<file path="src/rtl/rtc_stat_pkg.sv">
package rtc_stat_pkg;
    localparam int STAT_W   = 8;
    localparam int N_ALARM  = 2;
    localparam int BIT_OSF  = 7;
    localparam int BIT_EN   = 3;
    localparam int BIT_BUSY = 2;
    localparam int NFLAG    = N_ALARM + 1;
    // bits software may write; all others are hardware-owned or reserved
    localparam logic [STAT_W-1:0] WR_MASK = 8'h8B;
    localparam logic [STAT_W-1:0] RST_BYTE = 8'h88;
endpackage

</file>
<file path="src/rtl/rtc_sticky_flags.sv">
module rtc_sticky_flags #(
    parameter int N = 3,
    parameter logic [N-1:0] RST_VAL = '0
) (
    input  logic         clk,
    input  logic         rst_n,
    input  logic [N-1:0] set_i,
    input  logic [N-1:0] clr_i,
    output logic [N-1:0] flag_o
);
    typedef struct packed {
        logic [N-1:0] flag;
    } st_t;

    st_t st_d, st_q;
    logic [N-1:0] nxt;

    // set has priority over clear so that no event is dropped
    for (genvar g = 0; g < N; g++) begin : g_bit
        assign nxt[g] = set_i[g] | (st_q.flag[g] & ~clr_i[g]);
    end

    always_comb begin
        st_d      = st_q;
        st_d.flag = nxt;
    end

    always_ff @(posedge clk or negedge rst_n) begin
        if (!rst_n) st_q.flag <= RST_VAL;
        else        st_q      <= st_d;
    end

    assign flag_o = st_q.flag;
endmodule

</file>
<file path="src/rtl/rtc_busy_track.sv">
module rtc_busy_track (
    input  logic clk,
    input  logic rst_n,
    input  logic start_i,
    input  logic done_i,
    output logic busy_o
);
    typedef struct packed {
        logic busy;
    } st_t;

    st_t st_d, st_q;

    always_comb begin
        st_d = st_q;
        if (start_i)     st_d.busy = 1'b1;
        else if (done_i) st_d.busy = 1'b0;
    end

    always_ff @(posedge clk or negedge rst_n) begin
        if (!rst_n) st_q.busy <= 1'b0;
        else        st_q      <= st_d;
    end

    assign busy_o = st_q.busy;
endmodule

</file>
<file path="src/rtl/rtc_irq_gen.sv">
module rtc_irq_gen #(
    parameter int N = 2
) (
    input  logic [N-1:0] flag_i,
    input  logic [N-1:0] ie_i,
    input  logic         mode_i,
    output logic         irq_n_o
);
    logic [N-1:0] term;

    for (genvar g = 0; g < N; g++) begin : g_term
        assign term[g] = flag_i[g] & ie_i[g];
    end

    assign irq_n_o = ~(mode_i & (|term));
endmodule

</file>
<file path="src/rtl/rtc_status_reg.sv">
module rtc_status_reg
    import rtc_stat_pkg::*;
#(
    parameter int ADDR_W = 5,
    parameter logic [ADDR_W-1:0] STAT_ADDR = 'hF
) (
    input  logic                clk,
    input  logic                rst_n,
    input  logic [ADDR_W-1:0]   bus_addr,
    input  logic                bus_we,
    input  logic [STAT_W-1:0]   bus_wdata,
    output logic [STAT_W-1:0]   bus_rdata,
    input  logic                osc_stop_evt,
    input  logic                conv_start,
    input  logic                conv_done,
    input  logic [N_ALARM-1:0]  alarm_hit,
    input  logic [N_ALARM-1:0]  alarm_ie,
    input  logic                irq_mode_sel,
    input  logic                osc_en,
    input  logic                sq_in,
    output logic                sq_oe,
    output logic                sq_out,
    output logic                irq_n
);
    typedef struct packed {
        logic en32;
    } ctl_t;

    ctl_t ctl_d, ctl_q;

    logic                sel;
    logic                wr;
    logic [STAT_W-1:0]   wr_val;
    logic [NFLAG-1:0]    flag_set;
    logic [NFLAG-1:0]    flag_clr;
    logic [NFLAG-1:0]    flag_q;
    logic                osf_q;
    logic                busy_q;
    logic [N_ALARM-1:0]  alm_q;
    logic                en32_q;
    logic [STAT_W-1:0]   rd_byte;

    assign sel    = (bus_addr == STAT_ADDR);
    assign wr     = bus_we & sel;
    assign wr_val = bus_wdata & WR_MASK;

    // flag vector: top bit oscillator stop, low bits alarms
    assign flag_set = {osc_stop_evt, alarm_hit};
    assign flag_clr = wr ? ~{wr_val[BIT_OSF], wr_val[N_ALARM-1:0]} : '0;

    rtc_sticky_flags #(
        .N       (NFLAG),
        .RST_VAL ({1'b1, {N_ALARM{1'b0}}})
    ) u_flags (
        .clk    (clk),
        .rst_n  (rst_n),
        .set_i  (flag_set),
        .clr_i  (flag_clr),
        .flag_o (flag_q)
    );

    assign osf_q = flag_q[NFLAG-1];
    assign alm_q = flag_q[N_ALARM-1:0];

    rtc_busy_track u_busy (
        .clk     (clk),
        .rst_n   (rst_n),
        .start_i (conv_start),
        .done_i  (conv_done),
        .busy_o  (busy_q)
    );

    always_comb begin
        ctl_d = ctl_q;
        if (wr) ctl_d.en32 = wr_val[BIT_EN];
    end

    always_ff @(posedge clk or negedge rst_n) begin
        if (!rst_n) ctl_q.en32 <= RST_BYTE[BIT_EN];
        else        ctl_q      <= ctl_d;
    end

    assign en32_q = ctl_q.en32;

    rtc_irq_gen #(.N(N_ALARM)) u_irq (
        .flag_i  (alm_q),
        .ie_i    (alarm_ie),
        .mode_i  (irq_mode_sel),
        .irq_n_o (irq_n)
    );

    always_comb begin
        rd_byte                 = '0;
        rd_byte[BIT_OSF]        = osf_q;
        rd_byte[BIT_EN]         = en32_q;
        rd_byte[BIT_BUSY]       = busy_q;
        rd_byte[N_ALARM-1:0]    = alm_q;
    end

    assign bus_rdata = sel ? rd_byte : '0;
    assign sq_oe     = en32_q;
    assign sq_out    = sq_in & en32_q & osc_en;
endmodule

</file>
<file path="config.mk">
export PLATFORM = sky130hd
export DESIGN_NAME = rtc_status_reg
export DESIGN_NICKNAME = d
export VERILOG_FILES = /design/src/rtl/rtc_stat_pkg.sv /design/src/rtl/rtc_sticky_flags.sv /design/src/rtl/rtc_busy_track.sv /design/src/rtl/rtc_irq_gen.sv /design/src/rtl/rtc_status_reg.sv
export SDC_FILE = /design/constraint.sdc
export NUM_CORES = 1
export LEC_CHECK = 0
export ABC_AREA = 1
export BUFFER_PORTS_ARGS = -buffer_cell sky130_fd_sc_hd__buf_2
export CAP_MARGIN = 10
export CELL_PAD_IN_SITES_DETAIL_PLACEMENT = 1
export CELL_PAD_IN_SITES_GLOBAL_PLACEMENT = 1
export CORE_MARGIN = 2
export CORE_UTILIZATION = 18
export CTS_CLUSTER_DIAMETER = 100
export DETAILED_ROUTE_END_ITERATION = 12
export GPL_ROUTABILITY_DRIVEN = 1
export GPL_TIMING_DRIVEN = 0
export PLACE_DENSITY_LB_ADDON = 0.05
export SETUP_SLACK_MARGIN = 0.5
export SYNTH_ARGS = -nofsm -noshare
export SYNTH_HDL_FRONTEND = slang
export SYNTH_HIERARCHICAL = 1
export SYNTH_SLANG_ARGS = --single-unit
</file>
<file path="constraint.sdc">
create_clock -name clk -period 0.83 [get_ports clk]
set_input_delay 0.0415 -clock clk [delete_from_list [all_inputs] [get_ports clk]]
set_output_delay 0.0415 -clock clk [all_outputs]
set_load 0.02 [all_outputs]
</file>
# ---- After elaboration in Yosys (flattened, before gate mapping)
# Index checks and enable logic that the tools add are counted.
dict set report word_totals {
  register_bits 5
  inputBits 26
  word_cells 27
}
dict set report classes {
  n_eq_ne 1
  mux 4
  bitwise 17
  n_reduce_logical 2
}
# op n
set ops {}
lappend ops {{bitwise AND 1 bit} 9}
lappend ops {{2-to-1 mux 8 bit} 1}
lappend ops {{== test 5 x 4 -> 1 bit, second input constant} 1}
lappend ops {{inverter 1 bit} 4}
lappend ops {{2-to-1 mux 3 bit} 1}
lappend ops {{inverter 3 bit} 1}
lappend ops {{OR 1 bit} 3}
lappend ops {{2-to-1 mux 1 bit} 2}
lappend ops {{nonzero test 2 bit} 1}
lappend ops {{OR reduction 2 bit} 1}

# ---- Depth between registers and ports, before layout
dict set report logic_depth {
  depth_word 6
  ltp_mapped 7
  ltp_nobuf 7
}

# ---- Cells and area by module
# The synthesis kept the hierarchy.
# module instances cells_each area_each_um2 seq_area_each_um2
set modules_own_cells {}
lappend modules_own_cells {rtc_status_reg 1 28 155.1 26.3}
lappend modules_own_cells {rtc_sticky_flags 1 15 121.4 76.3}
lappend modules_own_cells {rtc_busy_track 1 5 40.0 25.0}
lappend modules_own_cells {rtc_irq_gen 1 4 15.0 0.0}

# ---- Worst setup path after synthesis
# Ideal clock, no wire load.
dict set report synth_timing {
  path_type {register to output}
  start {register ctl_q (netlist: sq_oe)}
  end {output port bus_rdata[3]}
  arrival_time_ps 931
  required_ps 788
  slack_ps -143
  stages_incl_launch_ff 3
  path_buffers 0
  cell_sequence {dfstp_2 > inv_1 > nor2_1}
}
dict set report synth_via {
  elab_chain_cells 1
}
# item line_no
set synth_lines {}
lappend synth_lines {{start: declaration} rtc_status_reg.sv:29} ;# ctl_t ctl_d, ctl_q;
lappend synth_lines {{start signal: assignment} rtc_status_reg.sv:80} ;# else ctl_q <= ctl_d;
lappend synth_lines {{2-to-1 mux 8 bit} rtc_status_reg.sv:100} ;# assign bus_rdata = sel ? rd_byte : '0;
lappend synth_lines {{end: declaration} rtc_status_reg.sv:12} ;# output logic [STAT_W-1:0] bus_rdata,
# No other way between the ends.

# ---- Worst setup path in the final report
dict set report layout_timing {
  start {register ctl_q (netlist: sq_oe)}
  end {output port sq_out}
}
dict set report layout_via {
  elab_chain_cells 2
}
# item line_no
set layout_lines {}
lappend layout_lines {{bitwise AND 1 bit (2 in series)} rtc_status_reg.sv:102} ;# assign sq_out = sq_in & en32_q & osc_en;
lappend layout_lines {{end: declaration} rtc_status_reg.sv:22} ;# output logic sq_out,
# No other way between the ends.

==> summary by stage <==
Power and ir drop
Cell internal power was estimated by the tool at ~560 uW. In this run the power density over the cells is around 1100 nW/um^2. The switching power as a share of total power is between 20% and 30%. In this run the static leakage power is about 0.00039 uW. The logic gate share of total power is a little under a third. The worst-case IR drop observed on VDD is 644.9 uV. Of the total power, the clock network draws between 30% and 40%. In this run, flip-flops and latches consume 35.1% of the power. Summed over all nets, the switching power comes to 221.4 uW.

Final layout
The final cell count without fillers is ~110. The signed area change from the synthesized netlist to the final layout is 109.4%. The total number of nets in the final design is 116. 0 antenna diodes ended up in the layout. The proportion of layout cells with a drive suffix above 1 is between 60% and 70%.

The number of fill cells in the layout is between 200 and 250.

Yosys
The cell area that synthesis handed to floorplanning was 331.6 sq um. Yosys mapped the design onto 12 distinct sky130hd cell types. The synthesized area per cell is between 6 and 7 sq um. The instance count of the mapped netlist is between 50 and 60. After synthesis the netlist holds a flip-flop and latch count of 5. The portion of the post-synthesis area used by sequential elements is 38.49%. During synthesis, Yosys emitted a total of 6 warnings.

Run status
The run finished, with violations left. The final reports fail on negative hold slack, negative setup slack.

Setup path
The critical path is of the flop to primary output type. The launch instance of the worst register-to-register path is sq_oe. The largest single stage delay on the critical path is roughly 0.53 ns. The worst-case register-to-register setup slack is 0.03 ns. The critical path runs through a total of 2 cells. The worst path arrival time is 1.05 ns. The highest-delay cell along the critical path is dfstp_2. The element type at the critical path start is a flop.

The number of cells on the worst reg-to-reg path is 3. Broken down by cell family, the worst path's largest delay share belongs to flip-flops. Traced cell by cell, the critical path runs through and3_4, buf_6. The endpoint of the worst register-to-register path is sq_oe. The required arrival time at the worst endpoint is between 0.7 and 0.8 ns. The kind of capture point of the worst setup path is a primary output. The number of buffers and inverters on the critical path is 1. Along the worst path, the maximum fanout reaches 3.

STA
On the final layout, the worst hold slack is -0.3905 ns. The fmax is a little over 900 MHz. The setup clock skew after layout is 0 ns. After layout, the worst setup slack is -0.2594 ns. The final cycle utilization of the critical path is 131.2%. Setup repair after global routing could not meet its margin everywhere. The hold violation count in the final report was 9. Setup violations remaining at the end of the flow were counted as 8.

The max-slew violation count is 0. Subtracting the final worst setup slack from the clock period gives between 1 and 1.5 ns.

Route
Once detail routing completed, the nets flagged for antenna violations numbered 0. In the routed design, unresolved DRC markers number 0. The routed layout has ~430 vias.

After detailed routing, the average wire length per cell comes to 8.044 microns. The routed wire length is ~920 microns. The initial detailed-routing violation count is 1. The count of TritonRoute iterations in the first routing pass is 4. Dividing the detail-routed via count by the number of cells gives between 3 and 4.

Die
For this configuration, the core starts out at a cell density of around 19%. The core outline area is around 1700 sq um. The die is 46.92 microns wide.

The row count is 15. The floorplan step defined a die boundary enclosing between 2000 and 2500 sq um. The total I/O pin count is 37. The chip height is between 40 and 50 microns.

Clock network
The clock tree buffer depth is 2. For the worst-skew pair, the clock arrives at the later sink with an insertion delay of between 0.2 and 0.25 ns. The TritonCTS sink count is 5. The H-tree depth reported by CTS is 1. The cell sitting at the root of the clock tree is a clkbuf_4. Clock-pin slew was measured on the worst setup and hold paths at 0.04 ns. The clock tree from TritonCTS is yes. The TritonCTS buffer count is 3.

Placed design
In this run the tool buffered the top-level ports with 29 buffer cells. The setup slack after placement is -0.06144 ns. The congestion estimate from routability-driven global placement came to slightly above 0.6. Including well taps, the total number of placed cells is between 100 and 150.

GRT
The first global-routing pass estimated roughly 1400 microns of wire. The global router's overall resource usage is 8.877%. The number of antenna violations at the first check in global routing is 0. The via count of the first global-routing pass is 346. The global-route congestion overflow total is 0. The pin count of the biggest net entering global routing is 6.

Hold path
The path class of the tightest hold or removal check is input pin to async pin.

Flow run
The number of maximum-capacitance constraint violations is 0.
through the flow:
stage | TNS [ns] | instance area, sq um | utilization [%] | total power [uW]
after floorplan | -0.04531 | 410.4 | - | 387.2
after global placement | -0.1996 | 586.8 | 33.99 | 472.2
after detailed placement | -0.2448 | 586.8 | 33.99 | 473.4
after CTS | -1.369 | 670.6 | 38.84 | 800.3
after global routing | -1.702 | 694.4 | 40.22 | 842.3
final | -1.263 | 694.4 | 40.22 | 785.0
power by group through the flow:
stage,clock (uW),sequential (uW),combinational (uW)
after global routing,307,279,257
after floorplan,0,291,95.9
final,274,276,235
after CTS,290,276,234
after global placement,0,282,190
after detailed placement,0,282,192
cells in the mapped netlist, drive strengths merged:
cell	number	area (sq um)
nand3	1	10.01
and3	1	6.260
nand4	1	6.260
dfstp	2	52.55
nor2	9	36.29
conb	1	3.750
nand2	17	66.32
dfrtp	3	75.07
inv	14	52.55
buf	3	22.52
worst max-delay path by stage:
stage	startpoint	to	slack (ns)
final	sq_oe	sq_out	-0.26
after global routing	sq_oe	sq_out	-0.31
after CTS	sq_oe	sq_out	-0.27
after detailed placement	bus_addr[1]	u_flags/flag_o[1]	-0.06
after global placement	sq_oe	sq_out	-0.06
after floorplan	sq_oe	sq_out	-0.03
layout by cell type, fill, tap and decap left out:
cell type / count
conb_1: 3
dfstp_2: 2
nor2_1: 2
nand2_1: 13
buf_2: 21
clkbuf_4: 3
nand2_8: 1
dfrtp_1: 3
and3_4: 1
nor2_4: 6
clkbuf_1: 1
nand3_4: 1
nand2_4: 1
nand2_2: 2
inv_1: 10
nor2_2: 1
buf_6: 9
inv_2: 4
nand4_1: 1
buf_4: 4
flip-flops by register name (all words and copies together), names as in the netlist:
register	flops
u_busy/busy_o	1
u_flags/flag_o	3
sq_oe	1
worst reg2reg max path: stages (launching register included):
cell,delay [ns]
dfstp_2,0.53
buf_4,0.11
nand2_1,0.04
nand2_1,0.05
layer usage:
layer	share of wire, %	GRT usage, %	wire (microns)	vias to the layer above
li1	-	-	-	213
met1	35	9.346	317	188
met2	51	15.62	471	26
met3	14	5.000	128	0
met4	0	1.667	0	0
met5	0	0	0	-
cell families after synthesis:
family                 synth area share (%)
buffers and inverters                 22.64
other                                 1.131
flip-flops                            38.49
AND/OR/NAND/NOR                       37.74
repair_timing:
item | 4_1_cts | 5_1_grt
pin swaps | 6 | 2
endpoints found under the setup margin | 13 | 13
hold endpoints to repair | 9 | 6
setup buffers | 1 | 1
resized for setup | 16 | 4
area by class of cell:
class,instances,area [sq um],share of cell area (%)
flip-flops and latches,5,127.6,18.38
inverters,14,52.55,7.568
well taps,25,31.28,4.505
clock buffers,4,26.28,3.784
multi-input cells,32,220.2,31.71
plain buffers,3,22.52,3.243
repair buffers,31,214.0,30.81
Power figures use the tool's default switching activity.
